<file path="config.mk">
export PLATFORM = sky130hd
export DESIGN_NAME = hash_eu_regs
export DESIGN_NICKNAME = d
export VERILOG_FILES = /design/src/rtl/hash_eu_pkg.sv /design/src/rtl/hash_eu_size.sv /design/src/rtl/hash_eu_isr.sv /design/src/rtl/hash_eu_regs.sv
export SDC_FILE = /design/constraint.sdc
export NUM_CORES = 1
export LEC_CHECK = 0
export BUFFER_PORTS_ARGS = -buffer_cell sky130_fd_sc_hd__buf_4
export CAP_MARGIN = 20
export CORE_MARGIN = 1.5
export CORE_UTILIZATION = 35
export CTS_CLUSTER_DIAMETER = 80
export DETAILED_ROUTE_END_ITERATION = 12
export HOLD_SLACK_MARGIN = 0.05
export SYNTH_ARGS = -nofsm -noshare
export SYNTH_HDL_FRONTEND = slang
export SYNTH_SLANG_ARGS = --single-unit
</file>
<file path="constraint.sdc">
create_clock -name clk -period 2.37 [get_ports clk]
set_input_delay 0.237 -clock clk [delete_from_list [all_inputs] [get_ports clk]]
set_output_delay 0.237 -clock clk [all_outputs]
set_load 0.01 [all_outputs]
</file>
<file path="src/rtl/hash_eu_pkg.sv">
package hash_eu_pkg;
  localparam int IRQ_W = 3;
  localparam int IRQ_DSE = 0;
  localparam int IRQ_AE  = 1;
  localparam int IRQ_ORE = 2;

  localparam logic [2:0] OFS_SIZE = 3'd0;
  localparam logic [2:0] OFS_RST  = 3'd1;
  localparam logic [2:0] OFS_STAT = 3'd2;
  localparam logic [2:0] OFS_IMR  = 3'd3;
  localparam logic [2:0] OFS_ISR  = 3'd4;

  localparam int RST_ALL  = 0;
  localparam int RST_INIT = 1;
  localparam int RST_IRQ  = 2;
endpackage

</file>
<file path="src/rtl/hash_eu_size.sv">
module hash_eu_size #(
  parameter int SIZE_W     = 16,
  parameter int CHUNK_LOG2 = 2
) (
  input  logic              clk,
  input  logic              rst,
  input  logic              clr,
  input  logic              load,
  input  logic [SIZE_W-1:0] load_val,
  input  logic              consume,
  input  logic              halt,
  output logic [SIZE_W-1:0] size_q,
  output logic              run_q,
  output logic              done_q,
  output logic              ore_evt
);
  localparam logic [SIZE_W-1:0] STEP = SIZE_W'(1 << CHUNK_LOG2);

  // overrun: data arrives with nothing loaded and no error pending
  assign ore_evt = consume && !run_q && !halt && !clr;

  always_ff @(posedge clk) begin
    if (rst || clr) begin
      size_q <= '0;
      run_q  <= 1'b0;
      done_q <= 1'b0;
    end else if (load) begin
      size_q <= load_val;
      run_q  <= 1'b1;
      done_q <= 1'b0;
    end else if (halt) begin
      run_q  <= 1'b0;
    end else if (consume && run_q) begin
      size_q <= size_q - STEP;
      if (size_q == STEP) begin
        run_q  <= 1'b0;
        done_q <= 1'b1;
      end
    end
  end

  // count frozen while an error is pending
  p_size_frozen_r8: assert property (@(posedge clk) disable iff (rst)
    (halt && !clr && !load) |=> $stable(size_q));

  // completion leaves the count at zero
  p_done_zero_r3: assert property (@(posedge clk) disable iff (rst)
    done_q |-> (size_q == '0));
endmodule

</file>
<file path="src/rtl/hash_eu_isr.sv">
module hash_eu_isr
  import hash_eu_pkg::*;
(
  input  logic             clk,
  input  logic             rst,
  input  logic             clr_isr,
  input  logic             clr_imr,
  input  logic             isr_wr,
  input  logic             imr_wr,
  input  logic [IRQ_W-1:0] wval,
  input  logic [IRQ_W-1:0] evt,
  output logic [IRQ_W-1:0] isr_q,
  output logic [IRQ_W-1:0] imr_q,
  output logic             irq_o
);
  always_ff @(posedge clk) begin
    if (rst || clr_imr) imr_q <= '0;
    else if (imr_wr)    imr_q <= wval;
  end

  for (genvar i = 0; i < IRQ_W; i++) begin : g_bit
    always_ff @(posedge clk) begin
      if (rst || clr_isr)              isr_q[i] <= 1'b0;
      else if (isr_wr)                 isr_q[i] <= (wval[i] | evt[i]) & ~imr_q[i];
      else if (evt[i] && !imr_q[i])    isr_q[i] <= 1'b1;
    end
  end

  always_ff @(posedge clk) begin
    if (rst) irq_o <= 1'b0;
    else     irq_o <= |isr_q;
  end

  // a masked bit never rises
  p_mask_blocks_r7: assert property (@(posedge clk) disable iff (rst)
    !$past(rst) |-> ((isr_q & ~$past(isr_q) & $past(imr_q)) == '0));

  // interrupt line trails the status by one cycle
  p_irq_rise_r9: assert property (@(posedge clk) disable iff (rst)
    (|isr_q) |=> irq_o);
  p_irq_fall_r9: assert property (@(posedge clk) disable iff (rst)
    (isr_q == '0) |=> !irq_o);
endmodule

</file>
<file path="src/rtl/hash_eu_regs.sv">
module hash_eu_regs
  import hash_eu_pkg::*;
#(
  parameter int DATA_W     = 32,
  parameter int ADDR_W     = 3,
  parameter int SIZE_W     = 16,
  parameter int CHUNK_LOG2 = 2
) (
  input  logic              clk,
  input  logic              rst,
  input  logic              wr_en,
  input  logic              rd_en,
  input  logic [ADDR_W-1:0] addr,
  input  logic [DATA_W-1:0] wdata,
  output logic [DATA_W-1:0] rdata,
  input  logic              consume_i,
  output logic              go_o,
  output logic              irq_o
);
  localparam int STAT_SIZE_LSB = 16;

  logic [ADDR_W-1:0] ofs_size, ofs_rst, ofs_stat, ofs_imr, ofs_isr;
  assign ofs_size = ADDR_W'(OFS_SIZE);
  assign ofs_rst  = ADDR_W'(OFS_RST);
  assign ofs_stat = ADDR_W'(OFS_STAT);
  assign ofs_imr  = ADDR_W'(OFS_IMR);
  assign ofs_isr  = ADDR_W'(OFS_ISR);

  logic wr_size, size_ok, load, dse, wr_rst, rst_all, rst_init, rst_irq, ae;
  logic [SIZE_W-1:0] size_q;
  logic run_q, done_q, ore;
  logic [IRQ_W-1:0] isr_q, imr_q, evt;
  logic halt;

  assign wr_size  = wr_en && (addr == ofs_size);
  assign size_ok  = (wdata != '0) && (wdata[CHUNK_LOG2-1:0] == '0) &&
                    ((wdata >> SIZE_W) == '0);
  assign load     = wr_size && size_ok;
  assign dse      = wr_size && !size_ok;
  assign wr_rst   = wr_en && (addr == ofs_rst);
  assign rst_all  = wr_rst && wdata[RST_ALL];
  assign rst_init = wr_rst && wdata[RST_INIT];
  assign rst_irq  = wr_rst && wdata[RST_IRQ];
  assign ae       = wr_en && ((addr == ofs_stat) || (addr > ofs_isr));
  assign halt     = |isr_q;

  always_comb begin
    evt = '0;
    evt[IRQ_DSE] = dse;
    evt[IRQ_AE]  = ae;
    evt[IRQ_ORE] = ore;
  end

  hash_eu_size #(.SIZE_W(SIZE_W), .CHUNK_LOG2(CHUNK_LOG2)) u_size (
    .clk(clk), .rst(rst), .clr(rst_all || rst_init), .load(load),
    .load_val(wdata[SIZE_W-1:0]), .consume(consume_i), .halt(halt),
    .size_q(size_q), .run_q(run_q), .done_q(done_q), .ore_evt(ore)
  );

  hash_eu_isr u_isr (
    .clk(clk), .rst(rst), .clr_isr(rst_all || rst_init || rst_irq),
    .clr_imr(rst_all), .isr_wr(wr_en && (addr == ofs_isr)),
    .imr_wr(wr_en && (addr == ofs_imr)), .wval(wdata[IRQ_W-1:0]),
    .evt(evt), .isr_q(isr_q), .imr_q(imr_q), .irq_o(irq_o)
  );

  assign go_o = run_q && !halt;

  logic [DATA_W-1:0] stat, rd_mux;
  always_comb begin
    stat = '0;
    stat[0] = run_q;
    stat[1] = done_q;
    stat[2] = halt;
    stat[3] = !run_q && !halt;
    stat[STAT_SIZE_LSB +: SIZE_W] = size_q;
  end

  always_comb begin
    rd_mux = '0;
    if (addr == ofs_size)     rd_mux = DATA_W'(size_q);
    else if (addr == ofs_stat) rd_mux = stat;
    else if (addr == ofs_imr)  rd_mux = DATA_W'(imr_q);
    else if (addr == ofs_isr)  rd_mux = DATA_W'(isr_q);
  end

  always_ff @(posedge clk) begin
    if (rst)        rdata <= '0;
    else if (rd_en) rdata <= rd_mux;
  end

  // status register is read-only
  p_ro_status_r5: assert property (@(posedge clk) disable iff (rst)
    (wr_en && addr == ofs_stat && !imr_q[IRQ_AE]) |=> isr_q[IRQ_AE]);

  // no processing while an error is pending
  p_halt_stops_r8: assert property (@(posedge clk) disable iff (rst)
    $past(halt) && !$past(load) |-> !run_q);

  // legal size write starts the engine
  p_load_starts_r2: assert property (@(posedge clk) disable iff (rst)
    (load && !wr_rst) |=> run_q);
endmodule

</file>
==> flow_summary.json, run 1 <==
{
  "yosysTopAreaCell": "dfxtp_1",
  "rsz0062_at_grt": "false",
  "drt_first_pass_iters": 4,
  "power_per_cell_area_nw_per_um2": 613.1,
  "dieHeight_um": 88.80,
  "fillCellCount": 728,
  "num-nets-final": 406,
  "part_of_the_yosys_area_used_for_sequential_elements_pct": 44.29,
  "layout-area-overhead-vs-synth_pct": 31.52,
  "cts_repair_resize_count": 0,
  "vias_per_cell": 5.222,
  "run_status": "completed",
  "fin_worst_skew_ps": 10.29,
  "netlist.area_leader.share_pct": 44.29,
  "fp.dieW_um": 88.80,
  "tritoncts_clock_tree": "built",
  "syn_nets": 337,
  "syn_avg_cell_area_um2": 8.733,
  "rrSetupSlack_ps": 520,
  "grt_start_max_net_pins": 32,
  "grt_usage_pct": 19.21,
  "vias": 2444,
  "timing.fmax_mhz": 541.9,
  "max-slew-margin-rel_pct": 43.35,
  "synth_ff_type": "dfxtp_1",
  "design.core.area_um2": 7176,
  "crit_fanout": 7,
  "hold_ws_ps": 159.5,
  "synth_enable_flop_cells": 0,
  "holdCritPathClass": "input pin to flip-flop",
  "ctsRootBufferMaster": "clkbuf_8",
  "met3_usage_pct": 3.731,
  "drt_drc_violations_left": 0,
  "total_leakage_power_nw": 1.347,
  "place.gp.congestion": 0.8917,
  "setup_viol": 0,
  "holdBufCountCts": 0,
  "detail-route-antenna-nets": 0,
  "cell_area_synth_um2": 2576,
  "clock_latency_ps": 340,
  "gr-max-usage-layer": "met2",
  "fin_setup_tns_ps": 0,
  "timing.final.crit_share_pct": 77.86,
  "global_route.usage.met1_pct": 27.37,
  "netlist_top_cells_area": "dfxtp_1, nor2_1, a22oi_1, mux2i_1, a21oi_1",
  "first_global_vias": 2214,
  "worst-endpoint-arrival_ps": 2120,
  "detailed_placer_s_ending_hpwl_um": 5134,
  "wire_per_inst_um": 15.12,
  "first_iter_violations": 126,
  "worstSetupStartpointType": "flip-flop",
  "global_route.overflow_total": 0,
  "vdd_ir_drop_max_mv": 0.2612,
  "tmin_final_ps": 1845,
  "final_layout_size_suffix_gt1_share_pct": 27.10,
  "hold_violations": 0,
  "drv.max_cap_violation_count": 0,
  "floorplan.io_pins": 74,
  "maximum_root_to_sink_buffer_count": 2,
  "initial_utilization_pct": 35.90,
  "initial_antenna_violation_count": 0,
  "synth-async-reset-ratio_pct": 0,
  "grt_use_met2_pct": 27.55,
  "antenna_cells": 0,
  "cts_inserted_buffers": 9,
  "crit_required_ps": 2640,
  "postSynthCellCount": 295,
  "die_area_um2": 7885,
  "endpoint_kind": "flip-flop",
  "post_synth_num_cell_types": 39,
  "synth_warn": 0,
  "timing_worst_setup_path_type": "flip-flop to flip-flop",
  "synth-seq-cells": 57,
  "clk_transition_reported_paths_ps": 70,
  "drv_slew": 0,
  "cts_num_sinks": 57,
  "cts-htree-levels": 3,
  "worst-slew-pin-transition_ps": 841.9,
  "post_cts.repair.setup_buffers": 0,
  "port_buffers": 73,
  "std_cell_rows": 31,
  "first_pass_grt_wire_length_um": 11320,
  "detail_route.wirelength_um": 7078
}
-- report_power, final --
group	switching, W	internal (W)	leakage [nW]
clock	0.000415	0.000515	0.0985
sequential	0.00000664	0.000966	0.460
combinational	0.0000990	0.0000758	0.789
total	0.000520	0.00156	1.35
-- synthesized netlist by cell type (3+ instances only) --
library cell,instances
nor2_1,55
nor4_1,11
o21ai_0,12
dfxtp_1,57
and3_1,3
a21oi_1,14
xor2_1,6
xnor2_1,7
or3_1,3
buf_2,7
nor4_2,3
mux2i_1,13
nand2b_1,3
inv_1,5
clkbuf_1,10
nand3_1,6
nand3b_1,3
nand2_1,16
a211oi_1,7
nor3_1,6
a22oi_1,23
nor2b_1,3
-- state kept, by name, summed over array words and instances (netlist names) --
name           count
u_isr.irq_o        1
u_isr.isr_q        3
u_size.run_q       1
u_isr.imr_q        3
u_size.done_q      1
u_size.size_q     16
rdata             32
-- worst max-delay path, cell delays in order (launching register included) --
cell and delay, ps:
dfxtp_1 400, or4_4 630, nor4_2 350, nand2_1 110
xor2_1 150, a21oi_1 140
-- cell usage in the layout, fill, tap and decap left out, types with 2 or more instances in the layout --
cell,instances
nor2b_1,3
or4_1,2
nand3b_1,3
nor2_1,55
xor2_1,6
o21ai_0,12
clkinv_4,2
o21bai_1,2
ha_1,2
nand2_1,16
nor4_2,3
nand2b_1,3
mux2i_1,13
or3_1,3
a22oi_1,23
dfxtp_1,57
buf_4,77
a21oi_1,14
a32oi_1,2
inv_1,5
and3_1,3
a211oi_1,7
clkinvlp_4,2
nand3_1,6
clkbuf_8,10
nor4_1,11
xnor2_1,7
nor3_1,6
-- layer usage --
layer  wire length (um)  share of wire, %  up-vias
met4                155               2.2        0
met1               3437                49     1135
met2               3047                43      100
li1                   -                 -     1192
met5                  0                 0        -
met3                437               6.2       17
-- area by class of cell --
class / count / area, um2 / share of cell area, %
clock buffers: 10 / 137.6 / 4.062
clock inverters: 6 / 67.56 / 1.994
inverters: 5 / 18.77 / 0.5539
multi-input cells: 214 / 1321 / 39.00
flip-flops and latches: 57 / 1141 / 33.68
well taps: 99 / 123.9 / 3.656
repair buffers: 77 / 578.1 / 17.06
-- per-stage QoR --
step           std cells  total power (W)  util, %  setup slack [ps]  area [um2]
3_3_place_gp         452         0.001168    44.36             424.4        3183
2_1_floorplan        295         0.001085        -             669.4        2576
5_1_grt              468         0.002157    47.22             397.3        3388
3_5_place_dp         452         0.001169    44.36             445.0        3183
6_report             468         0.002077    47.22             524.8        3388
4_1_cts              468         0.002094    47.22             506.9        3388
-- kinds of logic (layout without fill, tap and decap cells) --
logic type	Yosys count	after routing	synth area share (%)
flip-flops	57	57	44.29
multiplexers	13	13	5.051
XOR/XNOR	13	13	4.420
AND/OR/NAND/NOR	122	122	24.33
AO/OA/AOI/OAI	64	64	16.51
adder cells (fa/ha/maj)	2	2	0.9712
buffers and inverters	24	98	4.420
-- worst paths after layout --
path,start,to,cells after the start
max,u_size.size_q[4]$_SDFFE_PP0P_,u_size.size_q[15]$_SDFFE_PP0P_,5
min,wdata[3],u_size.size_q[3]$_SDFFE_PP0P_,3
max reg2reg,u_size.size_q[4]$_SDFFE_PP0P_,u_size.size_q[15]$_SDFFE_PP0P_,5
min reg2reg,rdata[9]$_SDFFE_PP0P_,rdata[9]$_SDFFE_PP0P_,2
Power figures use the tool's default switching activity.
==> inputs of run 2 (changes only) <==
==> constraint.sdc (replaced) <==
create_clock -name clk -period 1.7 [get_ports clk]
set_input_delay 0.17 -clock clk [delete_from_list [all_inputs] [get_ports clk]]
set_output_delay 0.17 -clock clk [all_outputs]
set_load 0.01 [all_outputs]
==> run 2 against run 1 <==
  * Sequential power rose by 39%
  * Combinational power rose by 70%
  * Clock power rose by 39%
  * Sequential cell count did not move
  * Worst setup slack got worse by 520 ps
  * Largest cell class unchanged
  * Clock skew rose by 0.71 ps
==> flow_summary.json, run 2 (synthesis results as in run 1) <==
{
  "first_global_vias": 2334,
  "wire_per_inst_um": 14.47,
  "design.core.area_um2": 7176,
  "p_seq_share_pct": 46.1,
  "crit_required_ps": 1980,
  "finalInstanceArea_um2": 3626,
  "cts-htree-levels": 3,
  "vias_per_cell": 5.038,
  "hold_violations": 0,
  "initial_antenna_violation_count": 0,
  "initial_utilization_pct": 35.90,
  "worstRegToRegCells": 5,
  "fp.dieW_um": 88.80,
  "maximum_root_to_sink_buffer_count": 2,
  "die_area_um2": 7885,
  "dieHeight_um": 88.80,
  "setup_viol": 0,
  "grt_usage_pct": 19.18,
  "tritoncts_clock_tree": "built",
  "endpoint_kind": "flip-flop",
  "detail_route.wirelength_um": 7146,
  "rsz0062_at_grt": "true",
  "crit_slowest_cell": "or4_4",
  "floorplan.io_pins": 74,
  "tmin_final_ps": 1698,
  "max-slew-margin-rel_pct": 36.50,
  "max_reg_flops": 32,
  "timing.final.crit_share_pct": 99.91,
  "timing_worst_setup_path_type": "flip-flop to flip-flop",
  "worst_setup_path_startpoint": "u_size.size_q[4]$_SDFFE_PP0P_",
  "biggestRegsByFlops": "rdata: 32 flops, u_size.size_q: 16 flops",
  "power.net_switching_w": 0.0007297,
  "leading_cell_types_in_the_layout_fill_and_taps_excluded": "buf_4, dfxtp_1, nor2_1",
  "drv_slew": 0,
  "grt_start_max_net_pins": 32,
  "num-nets-final": 432,
  "drv.max_cap_violation_count": 0,
  "crit_path_cell_trace": "or4_4 -> nor4_4 -> nand2b_1 -> xor2_1 -> a21oi_1",
  "drt_first_pass_iters": 4,
  "detail-route-antenna-nets": 0,
  "vdd_ir_drop_max_mv": 0.3714,
  "total_leakage_power_nw": 1.492,
  "biggest_cell_delay_along_the_critical_path_ps": 590,
  "fin_worst_skew_ps": 11.00,
  "place.gp.congestion": 0.8448,
  "worstReg2RegEnd": "u_size.size_q[14]$_SDFFE_PP0P_",
  "port_buffers": 73,
  "cts_inserted_buffers": 9,
  "run_status": "completed",
  "cts_num_sinks": 57,
  "combinationalPowerShare_pct": 10.1,
  "numPlacedInstances": 477,
  "clk_transition_reported_paths_ps": 80,
  "detailed_place.area_um2": 3392,
  "antenna_cells": 0,
  "clock_latency_ps": 340,
  "timing.fmax_mhz": 588.8,
  "ctsRootBufferMaster": "clkbuf_8",
  "rrSetupSlack_ps": 2,
  "largest-register": "rdata",
  "crit_end": "u_size.size_q[14]$_SDFFE_PP0P_",
  "first_iter_violations": 139,
  "layout-area-overhead-vs-synth_pct": 40.75,
  "drt_drc_violations_left": 0,
  "clkPwrFrac_pct": 43.8,
  "internal-power_w": 0.002211,
  "vias": 2489,
  "worst-endpoint-arrival_ps": 1980,
  "finish.cell_count_without_fillers": 494,
  "netSwitchingFraction_pct": 24.81,
  "holdCritPathClass": "input pin to flip-flop",
  "power_per_cell_area_nw_per_um2": 811.1,
  "global_route.overflow_total": 0,
  "first_pass_grt_wire_length_um": 11300,
  "std_cell_rows": 31,
  "startpoint_of_the_worst_slack_reg_to_reg_timing_path": "u_size.size_q[4]$_SDFFE_PP0P_",
  "crit_fanout": 5,
  "most_common_cell_after_layout_fill_and_taps_aside": "buf_4",
  "worstSetupStartpointType": "flip-flop",
  "worst-slew-pin-transition_ps": 950.6,
  "final_layout_size_suffix_gt1_share_pct": 32.91,
  "detailed_placer_s_ending_hpwl_um": 5325
}
[run 2: changes by cell type in the layout (fill, tap and decap cells not counted), sizes merged]
cell / delta
buf: +26
[run 2: critical path: cells and delay by family (launching register included)]
| family | cells | cell delay [ps] |
|---|---|---|
| AND/OR/NAND/NOR | 3 | 1010 |
| XOR/XNOR | 1 | 150 |
| AO/OA/AOI/OAI | 1 | 150 |
| flip-flops | 1 | 330 |
[run 2: through the flow]
stage	hold WS (ps)	utilization [%]	worst slack, ps	power [W]	setup TNS (ps)
global route	114.1	50.53	-40.58	0.003059	-133.5
floorplan	313.9	-	9.807	0.001513	0
global placement	426.4	47.27	-131.5	0.001670	-1553
CTS	80.43	50.29	-1.403	0.002965	-1.403
finish	93.04	50.53	1.540	0.002941	0
detailed placement	433.9	47.27	-149.0	0.001672	-1761
[run 2: area by class of cell]
type	count	area (um2)
clock buffer	10	137.6
clock inverter	6	67.56
fill	723	3550
inverter	5	18.77
multi-input combinational	214	1350
sequential	57	1142
tap	99	123.9
timing repair buffer	103	785.8
[run 2: worst min path at each step]
stage                                    end  startpoint  cells past startpoint
6_report       u_size.size_q[3]$_SDFFE_PP0P_    wdata[3]                      3
3_5_place_dp   u_size.size_q[3]$_SDFFE_PP0P_    wdata[3]                      3
2_1_floorplan  u_size.size_q[3]$_SDFFE_PP0P_    wdata[3]                      2
5_1_grt        u_size.size_q[3]$_SDFFE_PP0P_    wdata[3]                      3
3_3_place_gp   u_size.size_q[3]$_SDFFE_PP0P_    wdata[3]                      3
4_1_cts        u_size.size_q[3]$_SDFFE_PP0P_    wdata[3]                      3
[run 2: power groups by stage]
stage,logic [W],registers (W),clock network [W]
floorplan,0.000126,0.00139,0
global placement,0.000287,0.00138,0
detailed placement,0.000289,0.00138,0
CTS,0.000296,0.00135,0.00132
global route,0.000323,0.00136,0.00138
finish,0.000298,0.00135,0.00129
[run 2: routing by layer]
layer	track usage [%]	part of all wire [%]	vias up
li1	-	-	1250
met1	24.78	47	1164
met2	30.92	47	64
met3	4.011	4.5	11
met4	8.381	1.9	0
met5	0	0	-
[run 2: timing repair]
item,in CTS,in global routing
hold buffers,0,0
endpoints found under the setup margin,3,7
setup buffers,0,1
hold endpoints to repair,0,0
pin swaps,0,3
gates resized for setup,3,2
==> inputs of run 3 (changes only) <==
--- a/config.mk
+++ b/config.mk
@@ -5,13 +5,14 @@
 export SDC_FILE = /design/constraint.sdc
 export NUM_CORES = 1
 export LEC_CHECK = 0
-export BUFFER_PORTS_ARGS = -buffer_cell sky130_fd_sc_hd__buf_4
+export BUFFER_PORTS_ARGS = -buffer_cell sky130_fd_sc_hd__buf_2
 export CAP_MARGIN = 20
 export CORE_MARGIN = 1.5
 export CORE_UTILIZATION = 35
 export CTS_CLUSTER_DIAMETER = 80
 export DETAILED_ROUTE_END_ITERATION = 12
 export HOLD_SLACK_MARGIN = 0.05
+export SETUP_SLACK_MARGIN = 0.5
 export SYNTH_ARGS = -nofsm -noshare
 export SYNTH_HDL_FRONTEND = slang
 export SYNTH_SLANG_ARGS = --single-unit
==> run 3 against run 2 <==
  * The flow now finishes with violations (negative setup slack)
  * Register-to-register slack about the same
  * Sequential power barely moved
  * Die area is the same
  * Global-route usage rose by 1.1 points
  * Total power increased by 1.9%
  * Cell count rose by 3.2%
  * Fmax is 0.69% lower
  * Clock power hardly changed
  * Critical path type unchanged
  * Largest power group unchanged
  * Highest routed layer unchanged
==> flow_summary.json, run 3 (synthesis results as in run 1) <==
{
  "power_per_cell_area_nw_per_um2": 758.9,
  "initial_antenna_violation_count": 0,
  "grt_start_max_net_pins": 30,
  "detail_route.wirelength_um": 7807,
  "antenna_cells": 0,
  "worstSetupStartpointType": "flip-flop",
  "timing.final.crit_share_pct": 100.6,
  "num-nets-final": 449,
  "min_delay_worst_endpoint": "u_size.size_q[3]$_SDFFE_PP0P_",
  "largest-register": "rdata",
  "worst-slew-pin-transition_ps": 517.2,
  "worst-endpoint-arrival_ps": 1940,
  "first_iter_violations": 81,
  "detail-route-antenna-nets": 0,
  "drv_slew": 0,
  "ctsRootBufferMaster": "clkbuf_8",
  "grt_usage_pct": 20.25,
  "clk_transition_reported_paths_ps": 60,
  "fin_worst_skew_ps": 5.735,
  "cts-htree-levels": 3,
  "max-slew-margin-rel_pct": 65.50,
  "global_route.overflow_total": 0,
  "first_pass_grt_wire_length_um": 11910,
  "violations_in_the_final_reports": "negative setup slack",
  "most_common_cell_after_layout_fill_and_taps_aside": "buf_2",
  "die_area_um2": 7885,
  "clock_latency_ps": 340,
  "layout-area-overhead-vs-synth_pct": 53.23,
  "startpoint_of_the_worst_slack_reg_to_reg_timing_path": "u_size.size_q[7]$_SDFFE_PP0P_",
  "design.core.area_um2": 7176,
  "crit_fanout": 4,
  "total_leakage_power_nw": 1.628,
  "detailed_placer_s_ending_hpwl_um": 5336,
  "wire_per_inst_um": 15.31,
  "setup_viol": 1,
  "dieHeight_um": 88.80,
  "biggestRegsByFlops": "rdata: 32 flops, u_size.size_q: 16 flops",
  "std_cell_rows": 31,
  "numPlacedInstances": 487,
  "vias_per_cell": 5.235,
  "run_status": "finished, violations left",
  "holdCritPathClass": "input pin to flip-flop",
  "fin_setup_tns_ps": -10.29,
  "floorplan.io_pins": 74,
  "maximum_root_to_sink_buffer_count": 2,
  "max_reg_flops": 32,
  "worst_hold_startpoint": "wdata[3]",
  "min_delay_path_depth": 3,
  "fp.dieW_um": 88.80,
  "timing_worst_setup_path_type": "flip-flop to flip-flop",
  "holdBufCountCts": 0,
  "rsz0062_at_grt": "true",
  "hold_violations": 0,
  "worstRegToRegCells": 5,
  "final_layout_size_suffix_gt1_share_pct": 46.47,
  "preCtsSetupSlack_ps": -88.76,
  "place.gp.congestion": 0.8325,
  "vdd_ir_drop_max_mv": 0.4708,
  "worstReg2RegEnd": "u_size.size_q[14]$_SDFFE_PP0P_",
  "first_global_vias": 2547,
  "tritoncts_clock_tree": "built",
  "drt_drc_violations_left": 0,
  "leading_cell_types_in_the_layout_fill_and_taps_excluded": "buf_2, dfxtp_1, nor2_1",
  "crit_required_ps": 1930,
  "drt_first_pass_iters": 4,
  "initial_utilization_pct": 35.90,
  "cts_num_sinks": 57,
  "finish.cell_count_without_fillers": 510,
  "endpoint_kind": "flip-flop",
  "tmin_final_ps": 1710,
  "timing.fmax_mhz": 584.7,
  "post-route-worst-setup-slack_ps": -10.29,
  "rrSetupSlack_ps": -10,
  "cts_inserted_buffers": 9,
  "drv.max_cap_violation_count": 0,
  "port_buffers": 73,
  "vias": 2670
}
## run 3: cell count changes in the layout (fill, tap and decap cells not counted), moves of 3 or more
cell / delta
dfxtp_2: +8
nor2_2: +3
nor2_1: -8
nor4_2: +4
buf_6: +12
a211oi_1: -4
a211oi_2: +4
nor4_4: +5
dfxtp_1: -8
buf_4: -67
buf_2: +67
nor4_1: -9
nor2_4: +5
## run 3: power breakdown
group	total (W)	internal, W	switching, W
clock	0.00127	0.000744	0.000527
sequential	0.00136	0.00135	0.00000638
combinational	0.000370	0.000169	0.000201
total	0.00300	0.00226	0.000734
## run 3: critical path, cell delays in order, from the launching register on
cell      delay [ps]
dfxtp_2          320
or4_4            600
nor4_4           320
nand2b_1         120
xor2_1           170
a21oi_1           80
## run 3: metrics by stage
| step | power (W) | util [%] | area [um2] | hold WS [ps] |
|---|---|---|---|---|
| after floorplan | 0.001525 | - | 2708 | 313.9 |
| after global placement | 0.001663 | 46.99 | 3372 | 436.0 |
| after detailed placement | 0.001664 | 46.99 | 3372 | 450.1 |
| after CTS | 0.002982 | 52.35 | 3756 | 109.8 |
| after global routing | 0.003113 | 55.01 | 3948 | 140.2 |
| final | 0.002996 | 55.01 | 3948 | 131.2 |
## run 3: per-layer routing
layer	vias to the layer above	global-route usage, %	share of wire, %
met1	1244	25.30	44
met3	22	4.944	6.9
met5	-	0	0
met4	0	8.665	2.4
met2	121	33.20	47
li1	1283	-	-
## run 3: repair_timing
| item | 4_1_cts | 5_1_grt |
|---|---|---|
| cloned | 0 | 2 |
| setup endpoints to repair | 23 | 35 |
| pin swaps | 20 | 9 |
| buffers inserted | 6 | 0 |
| gates resized for setup | 32 | 33 |
## run 3: area by class of cell
cell class / count / area, um2
clock inverters: 3 / 40.04
clock buffers: 12 / 155.1
inverters: 5 / 18.77
multi-input cells: 214 / 1609
well taps: 99 / 123.9
flip-flops and latches: 57 / 1152
fillers: 674 / 3228
repair buffers: 120 / 848.3
## run 3: worst max path at each step
| stage | start | to | cells past startpoint |
|---|---|---|---|
| 3_5_place_dp | wdata[25] | u_size.size_q[10]$_SDFFE_PP0P_ | 7 |
| 3_3_place_gp | wdata[25] | u_size.size_q[12]$_SDFFE_PP0P_ | 7 |
| 2_1_floorplan | u_size.size_q[7]$_SDFFE_PP0P_ | u_size.size_q[14]$_SDFFE_PP0P_ | 5 |
| 4_1_cts | u_size.size_q[7]$_SDFFE_PP0P_ | u_size.size_q[14]$_SDFFE_PP0P_ | 5 |
| 6_report | u_size.size_q[7]$_SDFFE_PP0P_ | u_size.size_q[14]$_SDFFE_PP0P_ | 5 |
| 5_1_grt | u_size.size_q[7]$_SDFFE_PP0P_ | u_size.size_q[14]$_SDFFE_PP0P_ | 5 |
